File: src/rtl/alu16_pkg.sv
// Package: shared width and operation codes of the registered ALU.
// Assumes a 4-bit code; values above OP_NAND have no operation assigned.
package alu16_pkg;
    parameter int unsigned ALU_W  = 16;
    parameter int unsigned CODE_W = 4;

    localparam logic [CODE_W-1:0] OP_ADD   = 4'h0;
    localparam logic [CODE_W-1:0] OP_SUB   = 4'h1;
    localparam logic [CODE_W-1:0] OP_EQ    = 4'h2;
    localparam logic [CODE_W-1:0] OP_NE    = 4'h3;
    localparam logic [CODE_W-1:0] OP_XOR   = 4'h4;
    localparam logic [CODE_W-1:0] OP_NOR   = 4'h5;
    localparam logic [CODE_W-1:0] OP_OR    = 4'h6;
    localparam logic [CODE_W-1:0] OP_AND   = 4'h7;
    localparam logic [CODE_W-1:0] OP_PASSA = 4'h8;
    localparam logic [CODE_W-1:0] OP_PASSB = 4'h9;
    localparam logic [CODE_W-1:0] OP_NAND  = 4'hA;

    // Flags that travel beside the result word
    typedef struct packed {
        logic carry;
        logic zero;
        logic cmp;
    } alu_flags_t;
endpackage

File: src/rtl/alu16_in_reg.sv
// Module: input register stage. Captures operands, carry-in and code on
// each rising edge. Assumes a synchronous active-low reset.
module alu16_in_reg #(
    parameter int unsigned W  = alu16_pkg::ALU_W,
    parameter int unsigned CW = alu16_pkg::CODE_W
) (
    input  logic          clk,
    input  logic          rst_n,
    input  logic [W-1:0]  a_d,
    input  logic [W-1:0]  b_d,
    input  logic          cin_d,
    input  logic [CW-1:0] op_d,
    output logic [W-1:0]  a_q,
    output logic [W-1:0]  b_q,
    output logic          cin_q,
    output logic [CW-1:0] op_q
);
    // Capture the operation request, or clear it on reset
    always_ff @(posedge clk) begin
        if (!rst_n) begin
            a_q   <= '0;
            b_q   <= '0;
            cin_q <= 1'b0;
            op_q  <= '0;
        end else begin
            a_q   <= a_d;
            b_q   <= b_d;
            cin_q <= cin_d;
            op_q  <= op_d;
        end
    end
endmodule

File: src/rtl/alu16_adder.sv
// Module: ripple-carry adder built bit by bit. Assumes W >= 1; the carry
// out is the carry leaving the top bit.
module alu16_adder #(
    parameter int unsigned W = alu16_pkg::ALU_W
) (
    input  logic [W-1:0] x,
    input  logic [W-1:0] y,
    input  logic         ci,
    output logic [W-1:0] sum,
    output logic         co
);
    logic [W:0] chain;

    assign chain[0] = ci;

    for (genvar i = 0; i < W; i++) begin : g_bit
        // One full-adder cell of the chain
        assign sum[i]     = x[i] ^ y[i] ^ chain[i];
        assign chain[i+1] = (x[i] & y[i]) | (chain[i] & (x[i] ^ y[i]));
    end

    assign co = chain[W];
endmodule

File: src/rtl/alu16_core.sv
// Module: combinational datapath. Decodes the code, drives the shared
// adder for add and subtract, and forms the result and flags. Assumes
// codes above OP_NAND are unused and must give all-zero outputs.
module alu16_core
    import alu16_pkg::*;
#(
    parameter int unsigned W  = ALU_W,
    parameter int unsigned CW = CODE_W
) (
    input  logic [W-1:0]  a,
    input  logic [W-1:0]  b,
    input  logic          cin,
    input  logic [CW-1:0] op,
    output logic [W-1:0]  res,
    output alu_flags_t    flags
);
    logic         is_sub;
    logic [W-1:0] y_add;
    logic         ci_add;
    logic [W-1:0] sum;
    logic         co;
    logic         defined;

    // Subtract reuses the adder with B inverted and a forced carry of one
    always_comb begin
        is_sub = (op == OP_SUB);
        y_add  = is_sub ? ~b : b;
        ci_add = is_sub ? 1'b1 : cin;
    end

    alu16_adder #(.W(W)) u_add (
        .x   (a),
        .y   (y_add),
        .ci  (ci_add),
        .sum (sum),
        .co  (co)
    );

    // Select the result word, carry and compare answer for the code
    always_comb begin
        res         = '0;
        flags.carry = 1'b0;
        flags.cmp   = 1'b0;
        unique case (op)
            OP_ADD, OP_SUB: begin
                res         = sum;
                flags.carry = co;
            end
            OP_EQ:    flags.cmp = (a == b);
            OP_NE:    flags.cmp = (a != b);
            OP_XOR:   res = a ^ b;
            OP_NOR:   res = ~(a | b);
            OP_OR:    res = a | b;
            OP_AND:   res = a & b;
            OP_PASSA: res = a;
            OP_PASSB: res = b;
            OP_NAND:  res = ~(a & b);
            default:  res = '0;
        endcase
    end

    // Zero flag only for codes that have an operation
    always_comb begin
        defined    = (op <= OP_NAND);
        flags.zero = defined && (res == '0);
    end
endmodule

File: src/rtl/alu16_out_reg.sv
// Module: output register stage holding result and flags. Assumes a
// synchronous active-low reset that clears every output.
module alu16_out_reg
    import alu16_pkg::*;
#(
    parameter int unsigned W = ALU_W
) (
    input  logic         clk,
    input  logic         rst_n,
    input  logic [W-1:0] res_d,
    input  alu_flags_t   flags_d,
    output logic [W-1:0] res_q,
    output alu_flags_t   flags_q
);
    // Hold the datapath answer for one cycle, or clear it on reset
    always_ff @(posedge clk) begin
        if (!rst_n) begin
            res_q   <= '0;
            flags_q <= '0;
        end else begin
            res_q   <= res_d;
            flags_q <= flags_d;
        end
    end


    zero_means_empty_chk: assert property (@(posedge clk) disable iff (!rst_n)
        flags_q.zero |-> (res_q == '0));
endmodule

File: src/rtl/alu16_reg.sv
// Module: top of the registered ALU. Input stage, datapath, output stage;
// results appear two rising edges after their inputs. Assumes a
// synchronous active-low reset.
module alu16_reg
    import alu16_pkg::*;
#(
    parameter int unsigned W  = ALU_W,
    parameter int unsigned CW = CODE_W
) (
    input  logic          clk,
    input  logic          rst_n,
    input  logic [W-1:0]  a_i,
    input  logic [W-1:0]  b_i,
    input  logic          cin_i,
    input  logic [CW-1:0] op_i,
    output logic [W-1:0]  res_o,
    output logic          carry_o,
    output logic          zero_o,
    output logic          cmp_o
);
    logic [W-1:0]  a_q;
    logic [W-1:0]  b_q;
    logic          cin_q;
    logic [CW-1:0] op_q;
    logic [W-1:0]  res_d;
    alu_flags_t    flags_d;
    alu_flags_t    flags_q;

    alu16_in_reg #(.W(W), .CW(CW)) u_in (
        .clk   (clk),
        .rst_n (rst_n),
        .a_d   (a_i),
        .b_d   (b_i),
        .cin_d (cin_i),
        .op_d  (op_i),
        .a_q   (a_q),
        .b_q   (b_q),
        .cin_q (cin_q),
        .op_q  (op_q)
    );

    alu16_core #(.W(W), .CW(CW)) u_core (
        .a     (a_q),
        .b     (b_q),
        .cin   (cin_q),
        .op    (op_q),
        .res   (res_d),
        .flags (flags_d)
    );

    alu16_out_reg #(.W(W)) u_out (
        .clk     (clk),
        .rst_n   (rst_n),
        .res_d   (res_d),
        .flags_d (flags_d),
        .res_q   (res_o),
        .flags_q (flags_q)
    );

    // Unpack the flag bundle onto the ports
    always_comb begin
        carry_o = flags_q.carry;
        zero_o  = flags_q.zero;
        cmp_o   = flags_q.cmp;
    end


    reset_clears_chk: assert property (@(posedge clk) disable iff (!rst_n)
        $rose(rst_n) |-> (res_o == '0 && !carry_o && !zero_o && !cmp_o));


    add_sum_chk: assert property (@(posedge clk) disable iff (!rst_n)
        (op_q == OP_ADD) |=>
        ({carry_o, res_o} == ({1'b0, $past(a_q)} + {1'b0, $past(b_q)} + {{W{1'b0}}, $past(cin_q)})));


    eq_answer_chk: assert property (@(posedge clk) disable iff (!rst_n)
        (op_q == OP_EQ) |=> (cmp_o == ($past(a_q) == $past(b_q))));


    compare_quiet_result_chk: assert property (@(posedge clk) disable iff (!rst_n)
        (op_q == OP_EQ || op_q == OP_NE) |=> (res_o == '0 && !carry_o && zero_o));


    unused_code_silent_chk: assert property (@(posedge clk) disable iff (!rst_n)
        (op_q > OP_NAND) |=> (res_o == '0 && !carry_o && !zero_o && !cmp_o));


    logic_no_carry_chk: assert property (@(posedge clk) disable iff (!rst_n)
        (op_q >= OP_XOR && op_q <= OP_NAND) |=> (!carry_o && !cmp_o));
endmodule

File: config.mk
export PLATFORM = sky130hd
export DESIGN_NAME = alu16_reg
export DESIGN_NICKNAME = d
export VERILOG_FILES = /design/src/rtl/alu16_pkg.sv /design/src/rtl/alu16_in_reg.sv /design/src/rtl/alu16_adder.sv /design/src/rtl/alu16_core.sv /design/src/rtl/alu16_out_reg.sv /design/src/rtl/alu16_reg.sv
export SDC_FILE = /design/constraint.sdc
export NUM_CORES = 1
export LEC_CHECK = 0
export BUFFER_PORTS_ARGS = -buffer_cell sky130_fd_sc_hd__buf_4
export CAP_MARGIN = 40
export CORE_MARGIN = 2
export CORE_UTILIZATION = 62
export DETAILED_ROUTE_END_ITERATION = 12
export HOLD_SLACK_MARGIN = 0.03
export PLACE_DENSITY = 0.86
export RECOVER_POWER = 100
export SLEW_MARGIN = 20
export SYNTH_ARGS = -nofsm -noshare
export SYNTH_HDL_FRONTEND = slang
export SYNTH_SLANG_ARGS = --single-unit
File: constraint.sdc
create_clock -name clk -period 23.7 [get_ports clk]
set_clock_uncertainty 0.15 [all_clocks]
set_input_delay 7.11 -clock clk [delete_from_list [all_inputs] [get_ports clk]]
set_output_delay 7.11 -clock clk [all_outputs]
set_load 0.1 [all_outputs]
# Word level (Yosys, flattened, before mapping)
# Cells that the tools add are included.
[classes]
addsub = 0
shifts = 0
bitwise = 86
reduce_logical = 5
n_eq_ne = 12
n_mux = 4
n_div = 0
n_mul = 0
n_lt_le_gt_ge = 1
[ops]
columns = ["cell", "n"]
rows = [
  ["$pmux W16 S8", 1],
  ["$not A16 Y16", 3],
  ["$and A1 B1 Y1", 32],
  ["$xor A1 B1 Y1", 32],
  ["$and A16 B16 Y16", 1],
  ["$eq A16 B16 Y1", 1],
  ["$eq A4 B3 Y1 const B", 4],
  ["$logic_not A16 Y1", 1],
  ["$mux W16", 1],
  ["$ne A16 B16 Y1", 1],
  ["$or A1 B1 Y1", 16],
  ["$or A16 B16 Y16", 1],
  ["$xor A16 B16 Y16", 1],
  ["$eq A4 B4 Y1 const B", 3],
  ["$eq A4 B2 Y1 const B", 2],
  ["$eq A4 B1 Y1 const B", 1],
  ["$le A4 B4 Y1 const B", 1],
  ["$logic_not A4 Y1", 1],
  ["$pmux W1 S2", 1],
  ["$reduce_and A2 Y1", 1],
  ["$reduce_or A2 Y1", 1],
  ["$logic_and A1 B1 Y1", 1],
  ["$mux W1", 1],
]
[totals]
romBits = 0
ff_bits = 56
out_inout_bits = 19
latch_bits = 0
mem_count = 0
ram_bits = 0

# Longest topological paths before layout
[logic_depth]
depth_word = 37
mapped_depth = 29
ltp_nobuf = 26

# Cells and area by module
# A second synthesis with hierarchy kept.
[unflattened]
cells_unflattened = 427
hier_area_um2 = 3956.3
[by_module_without_submodules]
columns = ["mod", "cells_each", "instances", "area_per_inst_um2"]
rows = [
  ["alu16_core", 285, 1, 2035.7],
  ["alu16_in_reg", 77, 1, 1033.5],
  ["alu16_out_reg", 39, 1, 529.3],
  ["alu16_adder", 26, 1, 357.8],
]

# Worst setup path after synthesis
# No wires, ideal clock.
[synth_timing]
path_kind = "register to register"
from = "register u_in.op_q[3]"
to = "register u_out.flags_q[1] (netlist name)"
arrival_ns = 8.180
slack_ns = 15.253
n_path_buf = 3
stages_incl_launch_ff = 30
cell_sequence = "dfxtp_1 buf_6 or3_1 clkbuf_1 nor2_4 buf_4 xnor2_1 fa_1 fa_1 fa_1 fa_1 fa_1 fa_1 fa_1 fa_1 fa_1 fa_1 fa_1 fa_1 fa_1 inv_1 fa_1 fa_1 fa_1 nor3_1 a31oi_1 o22ai_1 a211oi_1 nand3_1 nor4_2"
[synth_between]
elab_chain_cells = 37
elab_cells_between_ends = 93
cone_classes = "1 x order compare; 8 x eq/ne; 3 x mux; 77 x bitwise; 4 x reduce/logical"
[synth_lines]
columns = ["element", "line", "rtl"]
rows = [
  ["from (decl)", "alu16_in_reg.sv:16", "output logic [CW-1:0] op_q"],
  ["from (signal assigned)", "alu16_in_reg.sv:29", "op_q <= op_d;"],
  ["$eq A4 B1 Y1", "alu16_core.sv:26, alu16_core.sv:44", ""],
  ["$mux W16", "alu16_core.sv:27", "y_add = is_sub ? ~b : b;"],
  ["$xor A1 B1 Y1", "alu16_adder.sv:18, alu16_adder.sv:19", ""],
  ["$and A1 B1 Y1", "alu16_adder.sv:19", "assign chain[i+1] = (x[i] & y[i]) | (chain[i] & (x[i] ^ y[i]));"],
  ["$or A1 B1 Y1", "alu16_adder.sv:19", ""],
  ["$and A1 B1 Y1", "alu16_adder.sv:19", ""],
  ["$or A1 B1 Y1", "alu16_adder.sv:19", ""],
  ["$and A1 B1 Y1", "alu16_adder.sv:19", ""],
  ["[... 21 more ...]", "n/a", ""],
  ["$and A1 B1 Y1", "alu16_adder.sv:19", ""],
  ["$or A1 B1 Y1", "alu16_adder.sv:19", ""],
  ["$and A1 B1 Y1", "alu16_adder.sv:19", ""],
  ["$or A1 B1 Y1", "alu16_adder.sv:19", ""],
  ["$xor A1 B1 Y1", "alu16_adder.sv:18", "assign sum[i] = x[i] ^ y[i] ^ chain[i];"],
  ["$pmux W16 S8", "alu16_core.sv:44", "unique case (op)"],
  ["$logic_not A16 Y1", "alu16_core.sv:65", "flags.zero = defined && (res == '0);"],
  ["$logic_and A1 B1 Y1 (*)", "alu16_core.sv:65", ""],
]
# Mark *: on every way between the ends. The rest lies on a longest branch, timed or not.
# A chain may end at the register's enable or synchronous reset.

# Final worst setup path
[layout_timing]
from = "register u_in.op_q[0]"
to = "register u_out.flags_q[1] (netlist name)"
[layout_between]
elab_chain_cells = 37
elab_cells_between_ends = 93
cone_classes = "1 x order compare; 8 x eq/ne; 3 x mux; 77 x bitwise; 4 x reduce/logical"
[layout_lines]
columns = ["element", "line"]
rows = [
  ["$eq A4 B1 Y1", "alu16_core.sv:26, alu16_core.sv:44"],
  ["$mux W16", "alu16_core.sv:27"],
  ["$xor A1 B1 Y1", "alu16_adder.sv:18, alu16_adder.sv:19"],
  ["$and A1 B1 Y1", "alu16_adder.sv:19"],
  ["$or A1 B1 Y1", "alu16_adder.sv:19"],
  ["$and A1 B1 Y1", "alu16_adder.sv:19"],
  ["$or A1 B1 Y1", "alu16_adder.sv:19"],
  ["$and A1 B1 Y1", "alu16_adder.sv:19"],
  ["[... 21 more ...]", "n/a"],
  ["$and A1 B1 Y1", "alu16_adder.sv:19"],
  ["$or A1 B1 Y1", "alu16_adder.sv:19"],
  ["$and A1 B1 Y1", "alu16_adder.sv:19"],
  ["$or A1 B1 Y1", "alu16_adder.sv:19"],
  ["$xor A1 B1 Y1", "alu16_adder.sv:18"],
  ["$pmux W16 S8", "alu16_core.sv:44"],
  ["$logic_not A16 Y1", "alu16_core.sv:65"],
  ["$logic_and A1 B1 Y1 (*)", "alu16_core.sv:65"],
]
# Marked as above.

==> summary.txt <==
Clock latency at the later pin of the worst-skew pair -> 310 ps
DP Area -> 4250 sq um
Max Buffers Root-to-Sink -> 2
Final hold vios -> 0
Crit path kind -> reg2reg
Clk root buf -> clkbuf_8
Post-layout instance area -> 4250 sq um
Synthesis Warnings -> 0
Clock-pin slew on the worst setup and hold paths -> 90 ps
Setup crit end kind -> flip-flop
Syn nets -> 501
Total Power -> 242 uW
Post-synth top area cell -> dfxtp_1
Max Clock Freq -> 86.3 MHz
Slowest Stage Delay on Critical Path -> 1510 ps
Tcrit/Tclk final -> 0.489
I/O Buffers -> 57
Initial Util -> 0.649
Max-Cap Viols -> 3
Critical Path Fanout Max -> 46
All-layer global routing usage -> 0.286
Synthesis-to-finish area growth -> 9.47%
Number of synthesized flops with an enable pin -> 0
GRT overflow -> 0
Final min period -> 11580 ps
Core ar. -> 5990 sq um
Drt wl/cell -> 18.0 microns
Status -> finished with violations
Register area share after synthesis -> 0.288
Worst-margin pin slew -> 1870 ps
Dominant cells by area after synthesis -> dfxtp_1, ha_1, fa_1, and2_1, inv_1
Routed Antenna Nets -> 0
CTS Buf Count -> 5
Cells after Synth -> 414
Leakage power -> 1.77 nW
Worst Hold Class -> reg2reg
Layout Nets -> 542
Site Rows -> 28
Setup tns final -> 0 ps
CTS tree -> built
GP Congestion -> 0.990
Slew margin rel. -> -0.247
Layout Utilization -> 0.710
Drt pass-1 iters -> 5
Area occupied by multi-input gates -> 2400 sq um
Die X -> 83.2 microns
PostCTS Resize Cnt -> 0
Commonest non-fill, non-tap cell in the layout -> dfxtp_1
Post-DP HPWL -> 6.99 mm
Ant diodes -> 0
Max Slew Vio Count -> 122
Post-synth top flop -> dfxtp_1
Clock sink total -> 56
Share of layout cells above drive strength 1 -> 0.129
Synth top area share -> 0.288
Drt total wl -> 9.54 mm
Yosys reg bits -> 56
Slowest CP cell -> nor2_1
Postcts setup bufs -> 0
Power density over the cells -> 56.9 nW/um^2
Fillers -> 466
Yosys cell types -> 57
Asr flop ratio synth -> 0
Io pins -> 58
DR DRC count -> 0
Hold-fix buffers at CTS -> 0
Vias in the first global route -> 3129
CP startpoint kind -> flip-flop
Largest net degree at the start of global routing -> 57
Failing checks -> max-capacitance violations, max-slew violations
Register area -> 1120 sq um
Crit path DAT -> 11640 ps
Die Height -> 83.2 microns
Via count -> 3266
Avg Inst Size Synth -> 9.39 sq um
RSZ-0062 raised after global routing -> no
DRT iter0 DRCs -> 383
Overall die area -> 6920 sq um
First-pass GRT wire length -> 15.9 mm
Mapped Area -> 3890 sq um
DR vias/cell -> 6.15
H-tree levels -> 2
Peak VDD IR -> 0.0390 mV
Crit-path most repeated cell -> fa_1
Initial antenna violation count -> 0
Crit path required time -> 23760 ps
Commonest cells after routing, fill and taps aside -> dfxtp_1, buf_4, inv_1
Final setup vio count -> 0
## registers in the layout (all words and copies together), names as in the netlist
register	flops
u_out.res_q	16
u_in.a_q	16
u_in.b_q	16
u_out.flags_q	3
u_in.op_q	4
u_in.cin_q	1
## cells in the mapped netlist (6+ instances only)
library cell,instances
o21ai_0,11
inv_1,40
ha_1,32
nor3b_1,7
clkbuf_1,8
dfxtp_1,56
and2_1,44
nor4_1,9
a22oi_1,8
nand2_1,10
xnor2_1,17
buf_6,8
o21ai_1,6
nor2_1,9
a32oi_1,6
and3b_1,9
fa_1,16
nor2b_1,17
o2111ai_1,6
buf_2,8
o211ai_1,6
## per-layer routing
layer	wire length [microns]	track usage	vias to the layer above
met5	0	0	-
met4	380	0.112	0
met3	761	0.0398	28
met2	4440	0.466	199
met1	3960	0.384	1522
li1	-	-	1517
## per-stage QoR
stage	setup slack, ps	std cells	hold WS [ps]
floorplan	15250	414	481
global placement	14760	522	539
detailed placement	14490	523	561
CTS	14490	531	591
global route	11430	531	619
finish	12120	531	588
## critical path, delay by kind of cell (launching register included)
family,cells,cell delay [ps]
adders and majority gates,16,6460
DFF,1,310
AOI/OAI and AO/OA,3,310
and+or+nand+nor,4,1910
xor gates and xnor gates,1,210
buffers and inverters,3,2070
## path summary, 6_finish.rpt
| check | slack (ps) | cells after the start | endpoint | from |
|---|---|---|---|---|
| worst max register to register | 12120 | 27 | u_out.flags_q[1] | u_in.op_q[0] |
| worst min register to register | 590 | 3 | u_out.flags_q[2] | u_in.a_q[15] |
| worst min-delay path | 590 | 3 | u_out.flags_q[2] | u_in.a_q[15] |
| worst max-delay path | 12120 | 27 | u_out.flags_q[1] | u_in.op_q[0] |
## cell families after synthesis
group	count (synthesis)	share of synthesized area
AND/OR/NAND/NOR	135	0.222
multiplexers	8	0.0238
AO/OA/AOI/OAI	81	0.153
XOR/XNOR	17	0.0383
adder cells (fa/ha/maj)	48	0.185
flip-flops	56	0.288
buffers and inverters	69	0.0895
## area by class of cell
| type | count | share of cell area |
|---|---|---|
| sequential | 56 | 0.264 |
| multi-input combinational | 289 | 0.565 |
| inverter | 40 | 0.0353 |
| clock inverter | 1 | 0.00176 |
| clock buffer | 7 | 0.0203 |
| tap | 75 | 0.0221 |
| timing repair buffer | 63 | 0.0921 |
## where the power goes
group,switching (mW),leakage (nW),internal [mW]
registers,0.00429,0.465,0.101
logic,0.0556,1.27,0.0279
clock network,0.0300,0.0445,0.0238
No activity file was read; power rests on OpenSTA's default activity.
